File: src/rtl/irq_router_pkg.sv
`timescale 1ns/1ps
package irq_router_pkg;
    localparam int unsigned NUM_LVL  = 7;
    localparam int unsigned LVL_W    = $clog2(NUM_LVL + 1);
    localparam int unsigned REG_W    = 16;
    localparam int unsigned BYTE_W   = 8;
    localparam int unsigned NUM_BYTE = REG_W / BYTE_W;

    typedef logic [NUM_LVL-1:0] lvl_vec_t;

    typedef struct packed {
        lvl_vec_t en;
        lvl_vec_t dir;
    } route_cfg_t;

    typedef struct packed {
        logic             vld;
        logic [LVL_W-1:0] lvl;
    } iack_t;
endpackage

File: src/rtl/irq_cfg_reg.sv
`timescale 1ns/1ps
module irq_cfg_reg
    import irq_router_pkg::*;
(
    input  logic                        clk,
    input  logic                        rst_n,
    input  logic                        wr_en,
    input  logic [NUM_BYTE-1:0]         byte_en,
    input  logic [REG_W-1:0]            wdata,
    output lvl_vec_t                    en,
    output lvl_vec_t                    dir,
    output logic [REG_W-1:0]            rdata
);
    localparam int unsigned EN_LSB  = BYTE_W;
    localparam int unsigned DIR_LSB = 0;

    route_cfg_t cfg_d, cfg_q;

    always_comb begin
        cfg_d = cfg_q;
        if (wr_en) begin
            if (byte_en[1]) cfg_d.en  = wdata[EN_LSB  +: NUM_LVL];
            if (byte_en[0]) cfg_d.dir = wdata[DIR_LSB +: NUM_LVL];
        end
    end

    always_ff @(posedge clk or negedge rst_n) begin
        if (!rst_n) cfg_q <= '0;
        else        cfg_q <= cfg_d;
    end

    assign en    = cfg_q.en;
    assign dir   = cfg_q.dir;
    // Reserved bits at the top of each byte read back as zero.
    assign rdata = {1'b0, cfg_q.en, 1'b0, cfg_q.dir};
endmodule

File: src/rtl/irq_fwd_bank.sv
`timescale 1ns/1ps
module irq_fwd_bank
    import irq_router_pkg::*;
(
    input  logic     clk,
    input  logic     rst_n,
    input  logic     soft_rst,
    input  lvl_vec_t en,
    input  lvl_vec_t dir,
    input  lvl_vec_t loc_n,
    input  lvl_vec_t bp_in_n,
    input  lvl_vec_t rm_in_n,
    output lvl_vec_t bp_drv_n,
    output lvl_vec_t rm_drv_n
);
    typedef struct packed {
        lvl_vec_t to_rm;
        lvl_vec_t to_bp;
    } fwd_st_t;

    fwd_st_t st_d, st_q;

    always_comb begin
        st_d.to_rm = en &  dir & ~bp_in_n;
        st_d.to_bp = en & ~dir & ~rm_in_n;
        if (soft_rst) st_d = '0;
    end

    always_ff @(posedge clk or negedge rst_n) begin
        if (!rst_n) st_q <= '0;
        else        st_q <= st_d;
    end

    // Outputs are gated by the live configuration so a disable or a
    // direction flip releases the far side on the edge that changes it.
    for (genvar g = 0; g < NUM_LVL; g++) begin : g_lvl
        assign rm_drv_n[g] = ~(st_q.to_rm[g] & en[g] &  dir[g]);
        assign bp_drv_n[g] = ~((st_q.to_bp[g] & en[g] & ~dir[g]) | ~loc_n[g]);
    end
endmodule

File: src/rtl/iack_steer.sv
`timescale 1ns/1ps
module iack_steer
    import irq_router_pkg::*;
(
    input  logic             clk,
    input  logic             rst_n,
    input  logic             soft_rst,
    input  lvl_vec_t         en,
    input  lvl_vec_t         dir,
    input  logic             bp_vld,
    input  logic [LVL_W-1:0] bp_lvl,
    input  logic             rm_vld,
    input  logic [LVL_W-1:0] rm_lvl,
    output logic             to_bp_vld,
    output logic [LVL_W-1:0] to_bp_lvl,
    output logic             to_rm_vld,
    output logic [LVL_W-1:0] to_rm_lvl
);
    typedef struct packed {
        iack_t to_bp;
        iack_t to_rm;
    } steer_st_t;

    steer_st_t st_d, st_q;

    // True when code names a level that is enabled with direction want.
    function automatic logic lvl_match(input logic [LVL_W-1:0] code,
                                       input lvl_vec_t e, input lvl_vec_t d,
                                       input logic want);
        logic hit;
        hit = 1'b0;
        for (int i = 0; i < NUM_LVL; i++) begin
            if (code == LVL_W'(i + 1) && e[i] && (d[i] == want)) hit = 1'b1;
        end
        return hit;
    endfunction

    always_comb begin
        // Remote acknowledge serves an outward level; backplane one an inward level.
        st_d.to_bp.vld = rm_vld && lvl_match(rm_lvl, en, dir, 1'b1);
        st_d.to_bp.lvl = rm_lvl;
        st_d.to_rm.vld = bp_vld && lvl_match(bp_lvl, en, dir, 1'b0);
        st_d.to_rm.lvl = bp_lvl;
        if (soft_rst) st_d = '0;
    end

    always_ff @(posedge clk or negedge rst_n) begin
        if (!rst_n) st_q <= '0;
        else        st_q <= st_d;
    end

    assign to_bp_vld = st_q.to_bp.vld;
    assign to_bp_lvl = st_q.to_bp.vld ? st_q.to_bp.lvl : '0;
    assign to_rm_vld = st_q.to_rm.vld;
    assign to_rm_lvl = st_q.to_rm.vld ? st_q.to_rm.lvl : '0;
endmodule

File: src/rtl/irq_line_router.sv
`timescale 1ns/1ps
module irq_line_router
    import irq_router_pkg::*;
(
    input  logic        clk,
    input  logic        rst_n,
    input  logic        soft_rst,
    input  logic        reg_wr_en,
    input  logic [1:0]  reg_byte_en,
    input  logic [15:0] reg_wdata,
    output logic [15:0] reg_rdata,
    input  logic [6:0]  loc_irq_n,
    input  logic [6:0]  bp_irq_in_n,
    output logic [6:0]  bp_irq_drv_n,
    input  logic [6:0]  rm_irq_in_n,
    output logic [6:0]  rm_irq_drv_n,
    input  logic        bp_iack_vld,
    input  logic [2:0]  bp_iack_lvl,
    input  logic        rm_iack_vld,
    input  logic [2:0]  rm_iack_lvl,
    output logic        bp_iack_fwd_vld,
    output logic [2:0]  bp_iack_fwd_lvl,
    output logic        rm_iack_fwd_vld,
    output logic [2:0]  rm_iack_fwd_lvl
);
    lvl_vec_t cfg_en, cfg_dir;

    irq_cfg_reg u_cfg (
        .clk     (clk),
        .rst_n   (rst_n),
        .wr_en   (reg_wr_en),
        .byte_en (reg_byte_en),
        .wdata   (reg_wdata),
        .en      (cfg_en),
        .dir     (cfg_dir),
        .rdata   (reg_rdata)
    );

    irq_fwd_bank u_fwd (
        .clk      (clk),
        .rst_n    (rst_n),
        .soft_rst (soft_rst),
        .en       (cfg_en),
        .dir      (cfg_dir),
        .loc_n    (loc_irq_n),
        .bp_in_n  (bp_irq_in_n),
        .rm_in_n  (rm_irq_in_n),
        .bp_drv_n (bp_irq_drv_n),
        .rm_drv_n (rm_irq_drv_n)
    );

    iack_steer u_iack (
        .clk       (clk),
        .rst_n     (rst_n),
        .soft_rst  (soft_rst),
        .en        (cfg_en),
        .dir       (cfg_dir),
        .bp_vld    (bp_iack_vld),
        .bp_lvl    (bp_iack_lvl),
        .rm_vld    (rm_iack_vld),
        .rm_lvl    (rm_iack_lvl),
        .to_bp_vld (bp_iack_fwd_vld),
        .to_bp_lvl (bp_iack_fwd_lvl),
        .to_rm_vld (rm_iack_fwd_vld),
        .to_rm_lvl (rm_iack_fwd_lvl)
    );
endmodule

File: config.mk
export PLATFORM = sky130hd
export DESIGN_NAME = irq_line_router
export DESIGN_NICKNAME = d
export VERILOG_FILES = /design/src/rtl/irq_router_pkg.sv /design/src/rtl/irq_cfg_reg.sv /design/src/rtl/irq_fwd_bank.sv /design/src/rtl/iack_steer.sv /design/src/rtl/irq_line_router.sv
export SDC_FILE = /design/constraint.sdc
export NUM_CORES = 1
export LEC_CHECK = 0
export ABC_CLOCK_PERIOD_IN_PS = 1250
export BUFFER_PORTS_ARGS = -buffer_cell sky130_fd_sc_hd__buf_2
export CAP_MARGIN = 20
export CORE_UTILIZATION = 41
export CTS_BUF_LIST = sky130_fd_sc_hd__clkbuf_2 sky130_fd_sc_hd__clkbuf_4 sky130_fd_sc_hd__clkbuf_8
export DETAILED_ROUTE_END_ITERATION = 10
export HOLD_SLACK_MARGIN = 0.1
export PLACE_DENSITY = 0.78
export SLEW_MARGIN = 20
export SYNTH_ARGS = -nofsm -noshare
export SYNTH_HDL_FRONTEND = slang
export SYNTH_SLANG_ARGS = --single-unit
File: constraint.sdc
create_clock -name clk -period 1.25 [get_ports clk]
set_clock_uncertainty 0.1 [all_clocks]
set_input_delay 0.1875 -clock clk [delete_from_list [all_inputs] [get_ports clk]]
set_output_delay 0.1875 -clock clk [all_outputs]
set_load 0.01 [all_outputs]
**Yosys cells after proc, flatten, opt, wreduce, memory -nomap -nowiden**

Index checks and enable logic that the tools add are counted.

- Equal/unequal tests: 14
- Muxes and demuxes: 18
- Bitwise logic cells: 70
- Reduce and logical (&&, ||, !) cells: 32

Operators with widths:

| kind | count |
|---|---|
| $logic_and A1 B1 Y1 | 30 |
| $and A1 B1 Y1 | 28 |
| $and A7 B7 Y7 | 4 |
| $not A1 Y1 | 28 |
| $eq A3 B3 Y1 const B | 8 |
| $not A7 Y7 | 3 |
| $mux W1 | 14 |
| $mux W14 | 1 |
| $eq A3 B2 Y1 const B | 4 |
| $mux W8 | 1 |
| $or A1 B1 Y1 | 7 |
| $eq A3 B1 Y1 const B | 2 |
| $mux W3 | 2 |
| $reduce_and A2 Y1 | 2 |

- Register bits after elaboration: 36
- Input bits: 51
- Output and inout port bits: 38
- Word-level logic and storage cells: 142

**Depth between registers and ports, before layout**

- Depth after elaboration: 12
- Depth in mapped cells: 3
- Gate-level depth less buffers: 3

**By module**

From an unflattened synthesis, not the netlist that was laid out.

- Cell total of the unflattened synthesis: 155
- Area, all modules: 1826.8 µm²

Modules (own cells, without submodules):

| module | times used | cells an instance | area each (µm²) | seq. area each (µm²) |
|---|---|---|---|---|
| irq_fwd_bank | 1 | 60 | 693.2 | 350.3 |
| irq_cfg_reg | 1 | 47 | 644.4 | 350.3 |
| iack_steer | 1 | 48 | 489.2 | 200.2 |

**Least setup slack after synthesis**

OpenSTA, ideal clock, no wires.

- Path type: register to register
- From: register u_cfg.cfg_q (netlist bit u_cfg.dir[1])
- To: register u_iack.st_q (netlist bit u_iack.to_rm_vld)
- Library setup time: 0.111 ns
- Arrival time: 1.145 ns
- Required time: 1.039 ns
- Slack: -0.106 ns
- Cell stages (with the launch flop): 4
- Path buffers: 0
- Period minus slack after synthesis: 1.356 ns
- Path through: dfrtp_1 > nand2b_4 > o311a_1 > a2111oi_2

RTL lines:

| what | line | text |
|---|---|---|
| start, declared | irq_cfg_reg.sv:17 | `route_cfg_t cfg_d, cfg_q;` |
| start signal, assigned | irq_cfg_reg.sv:29 | `else cfg_q <= cfg_d;` |
| end signal, assigned | iack_steer.sv:49 | `else st_q <= st_d;` |
| end, declared | iack_steer.sv:24 | `steer_st_t st_d, st_q;` |

**Worst setup path in the final report**

- From: register u_cfg.cfg_q (netlist bit u_cfg.dir[1])
- To: output port bp_irq_drv_n[1]

- Longest elaborated chain between the ends: 4

Ends and longest elaborated chain:

| what | line | text |
|---|---|---|
| $not A1 Y1 | irq_fwd_bank.sv:38 | `assign bp_drv_n[g] = ~((st_q.to_bp[g] & en[g] & ~dir[g]) \| ~loc_n[g]);` |
| $and A1 B1 Y1 | irq_fwd_bank.sv:38 |  |
| $or A1 B1 Y1 | irq_fwd_bank.sv:38 |  |
| $not A1 Y1 | irq_fwd_bank.sv:38 |  |
| end, declared | irq_line_router.sv:14 | `output logic [6:0] bp_irq_drv_n,` |

No other way between the ends.

==> impl_metrics.json <==
{
  "hp-start": "rm_iack_lvl[0]",
  "worst_slew_pin_slew_ns": 0.518,
  "synthCells": 140,
  "endpoint_kind": "output pin",
  "routedWlPerCell_um": 19.7,
  "drive_above_1_share": 0.547,
  "pre_cts_ws_ns": -0.0473,
  "core_area_mm2": 0.00372,
  "cts_tree": "built",
  "synth_cell_types": 32,
  "first_pass_iters": 4,
  "cp.required_ns": 0.96,
  "cts_made_buffers": 5,
  "m1WireLength_um": 2490,
  "setup_viol": 30,
  "viasPerCell": 5.40,
  "ios": 89,
  "reg2reg_depth": 4,
  "post-route-period-util": 1.23,
  "drt_iter0_markers": 122,
  "grt_max_degree": 23,
  "finalSetupTns_ns": -2.96,
  "rsz0062_at_grt": "true",
  "critPathMaxFanout": 2,
  "synth-xor-area-share": 0,
  "dieArea_mm2": 0.00417,
  "clockBufferDepth": 2,
  "switchingPower_mw": 1.06,
  "cellInternalPower_mw": 2.45,
  "ys_seq_area_frac": 0.562,
  "r2r-end": "u_iack.to_rm_vld$_DFF_PN0_",
  "htreeDepth": 2,
  "ys.flop_type": "dfrtp_1",
  "p_comb_frac": 0.386,
  "synthAdderAreaFrac": 0,
  "met2_length_um": 3670,
  "finalMaxSlewViolations": 0,
  "grt_pass1_vias": 1897,
  "start_util": 0.432,
  "outcome": "finished, violations left",
  "hold_path_depth": 2,
  "peakVddDrop_mv": 0.714,
  "maxUsedRoutingLayer": "met4",
  "ff2ff_setup_slack_ns": -0.28,
  "ant_nets": 0,
  "holdPathEnd": "u_iack.st_q[4]$_DFF_PN0_",
  "dr_wl_met3_um": 461,
  "synth_simple_gate_area_frac": 0.213,
  "power_density_mw_per_mm2": 1070,
  "switching_share": 0.303,
  "wl_um": 7020,
  "cts-root-buf": "clkbuf_8",
  "timing.rr.start": "u_cfg.dir[2]$_DFFE_PN0P_",
  "synth_top_family_by_area": "simple AND/OR/NAND/NOR gates",
  "antenna_found_initial": 0,
  "drc": 0,
  "track_usage": 0.308,
  "clkTransAtPathRegs_ns": 0.07,
  "hold_viol": 0,
  "dp.cells": 286,
  "fin_nets": 360,
  "vias": 1929,
  "io_buffers": 84,
  "row_count": 22,
  "hold_class": "input port to flip-flop",
  "total_leakage_power_nw": 1.60,
  "cp.arrival_ns": 1.25,
  "timing.fmax_mhz": 652,
  "synth_seq_cells": 36,
  "power_frac_seq": 0.383,
  "yosysWarningCount": 0,
  "startpoint_type": "flip-flop",
  "relSlewSlack": 0.655,
  "area_growth_pct": 104,
  "dp_hpwl_um": 2900,
  "cap_violations": 0,
  "stdcell_count": 357,
  "clockPowerShare": 0.230,
  "syn_area_per_cell_um2": 11.5,
  "die_h_um": 64.6,
  "die_w_um": 64.6,
  "critPathKind": "flip-flop to output pin",
  "min_period_ns": 1.53,
  "design_area_mm2": 0.00327,
  "grt_remaining_overflow": 0,
  "clk_latency_ns": 0.29,
  "synth-compound-area-share": 0.0733,
  "antenna_cells": 0,
  "gp_congestion": 0.765,
  "async_flop_share": 1.00,
  "syn_area_mm2": 0.00160,
  "setup_ws_ns": -0.284,
  "grt_pass1_wl_um": 9310,
  "placed_area_mm2": 0.00222,
  "synth_edf_count": 0,
  "muxShareOfSynthArea": 0.0983,
  "violations": "setup timing",
  "cts_sinks": 36
}
registers in the layout, summed over array words and instances (netlist names):
register and count:
u_iack.to_bp_vld 1, u_iack.st_q 6, u_cfg.dir 7, u_cfg.en 7, u_iack.to_rm_vld 1, u_fwd.st_q 14
power by group through the flow:
stage / logic (mW) / registers [mW] / clock network (mW)
global route: 1.43 / 1.35 / 0.855
floorplan: 0.206 / 1.43 / 0
global placement: 0.656 / 1.34 / 0
detailed placement: 0.670 / 1.34 / 0
finish: 1.36 / 1.35 / 0.809
CTS: 1.08 / 1.33 / 0.792
cell families (layout without fill, tap and decap cells):
family,Yosys count,count (layout)
muxes,14,14
buffers and inverters,20,188
and+or+nand+nor,54,54
DFF,36,36
AOI/OAI and AO/OA,15,15
other,1,2
final cells by class:
| type | count | area, µm² |
|---|---|---|
| clock buffers | 6 | 76.3 |
| flip-flops and latches | 36 | 901 |
| well taps | 48 | 60.1 |
| repair buffers | 165 | 1380 |
| multi-input cells | 85 | 793 |
| clock inverters | 1 | 5.00 |
| inverters | 16 | 60.1 |
| fillers | 169 | 445 |
what timing repair did:
item                                   in CTS  in global routing
setup endpoints to repair                  24                 39
endpoints found under the hold margin      69                  0
pin swaps                                  10                  8
hold buffers                               34                  0
gates resized for setup                    48                 33
buffers inserted                           26                  6
metal layers:
metal  vias to the layer above  GRT usage
met5                         -          0
met4                         0      0.131
met3                        42     0.0546
met2                       131      0.566
met1                       924      0.347
li1                        832          -
stage by stage:
| step | hold slack, ns | total power [mW] | util |
|---|---|---|---|
| floorplan | -0.208 | 1.63 | - |
| global placement | 0.0149 | 2.00 | 0.597 |
| detailed placement | 0.0184 | 2.01 | 0.597 |
| CTS | 0.104 | 3.20 | 0.816 |
| global route | 0.144 | 3.64 | 0.880 |
| finish | 0.152 | 3.51 | 0.880 |
worst max-delay path, stage by stage (launching register included):
cell and delay [ns]:
dfrtp_1 0.39, nand2b_4 0.15, buf_6 0.11, o21a_1 0.16
buf_2 0.14
synth_stat cells (2+ instances only):
library cell,number,area [µm²]
dfrtp_1,36,901
inv_1,16,60.1
mux2_1,12,135
nand2_1,9,33.8
nand3_1,8,40.0
nor3_1,8,40.0
a31oi_1,6,37.5
and2_1,6,37.5
nor4b_1,6,52.6
nor2b_1,5,31.3
buf_4,2,15.0
clkbuf_1,2,7.51
mux2_2,2,22.5
nand4b_1,2,17.5
nor4bb_1,2,20.0
o311ai_1,2,17.5
cells in the final DEF, fill, tap and decap left out, drive strengths merged, types with 2 or more instances in the layout:
master and n:
buf 131, dfrtp 36, dlygate4sd3 34, inv 16, mux2 14, nand2 9, nor3 8, nand3 8
and2 6, clkbuf 6, nor4b 6, a31oi 6, nor2b 5, nor4bb 2, nand4b 2, conb 2
o311ai 2
how the worst max path moves through the flow:
| stage | to | depth (start not counted) | slack [ns] | startpoint |
|---|---|---|---|---|
| finish | bp_irq_drv_n[1] | 4 | -0.28 | u_cfg.dir[1]$_DFFE_PN0P_ |
| global route | u_iack.to_rm_vld$_DFF_PN0_ | 4 | -0.34 | u_cfg.dir[2]$_DFFE_PN0P_ |
| CTS | bp_irq_drv_n[1] | 4 | -0.23 | u_cfg.dir[1]$_DFFE_PN0P_ |
| detailed placement | u_iack.to_rm_vld$_DFF_PN0_ | 3 | -0.05 | u_cfg.dir[1]$_DFFE_PN0P_ |
| global placement | u_iack.to_rm_vld$_DFF_PN0_ | 3 | -0.03 | u_cfg.dir[1]$_DFFE_PN0P_ |
| floorplan | u_iack.to_rm_vld$_DFF_PN0_ | 3 | -0.11 | u_cfg.dir[1]$_DFFE_PN0P_ |
Note: power is estimated with default switching activity, not from simulation.
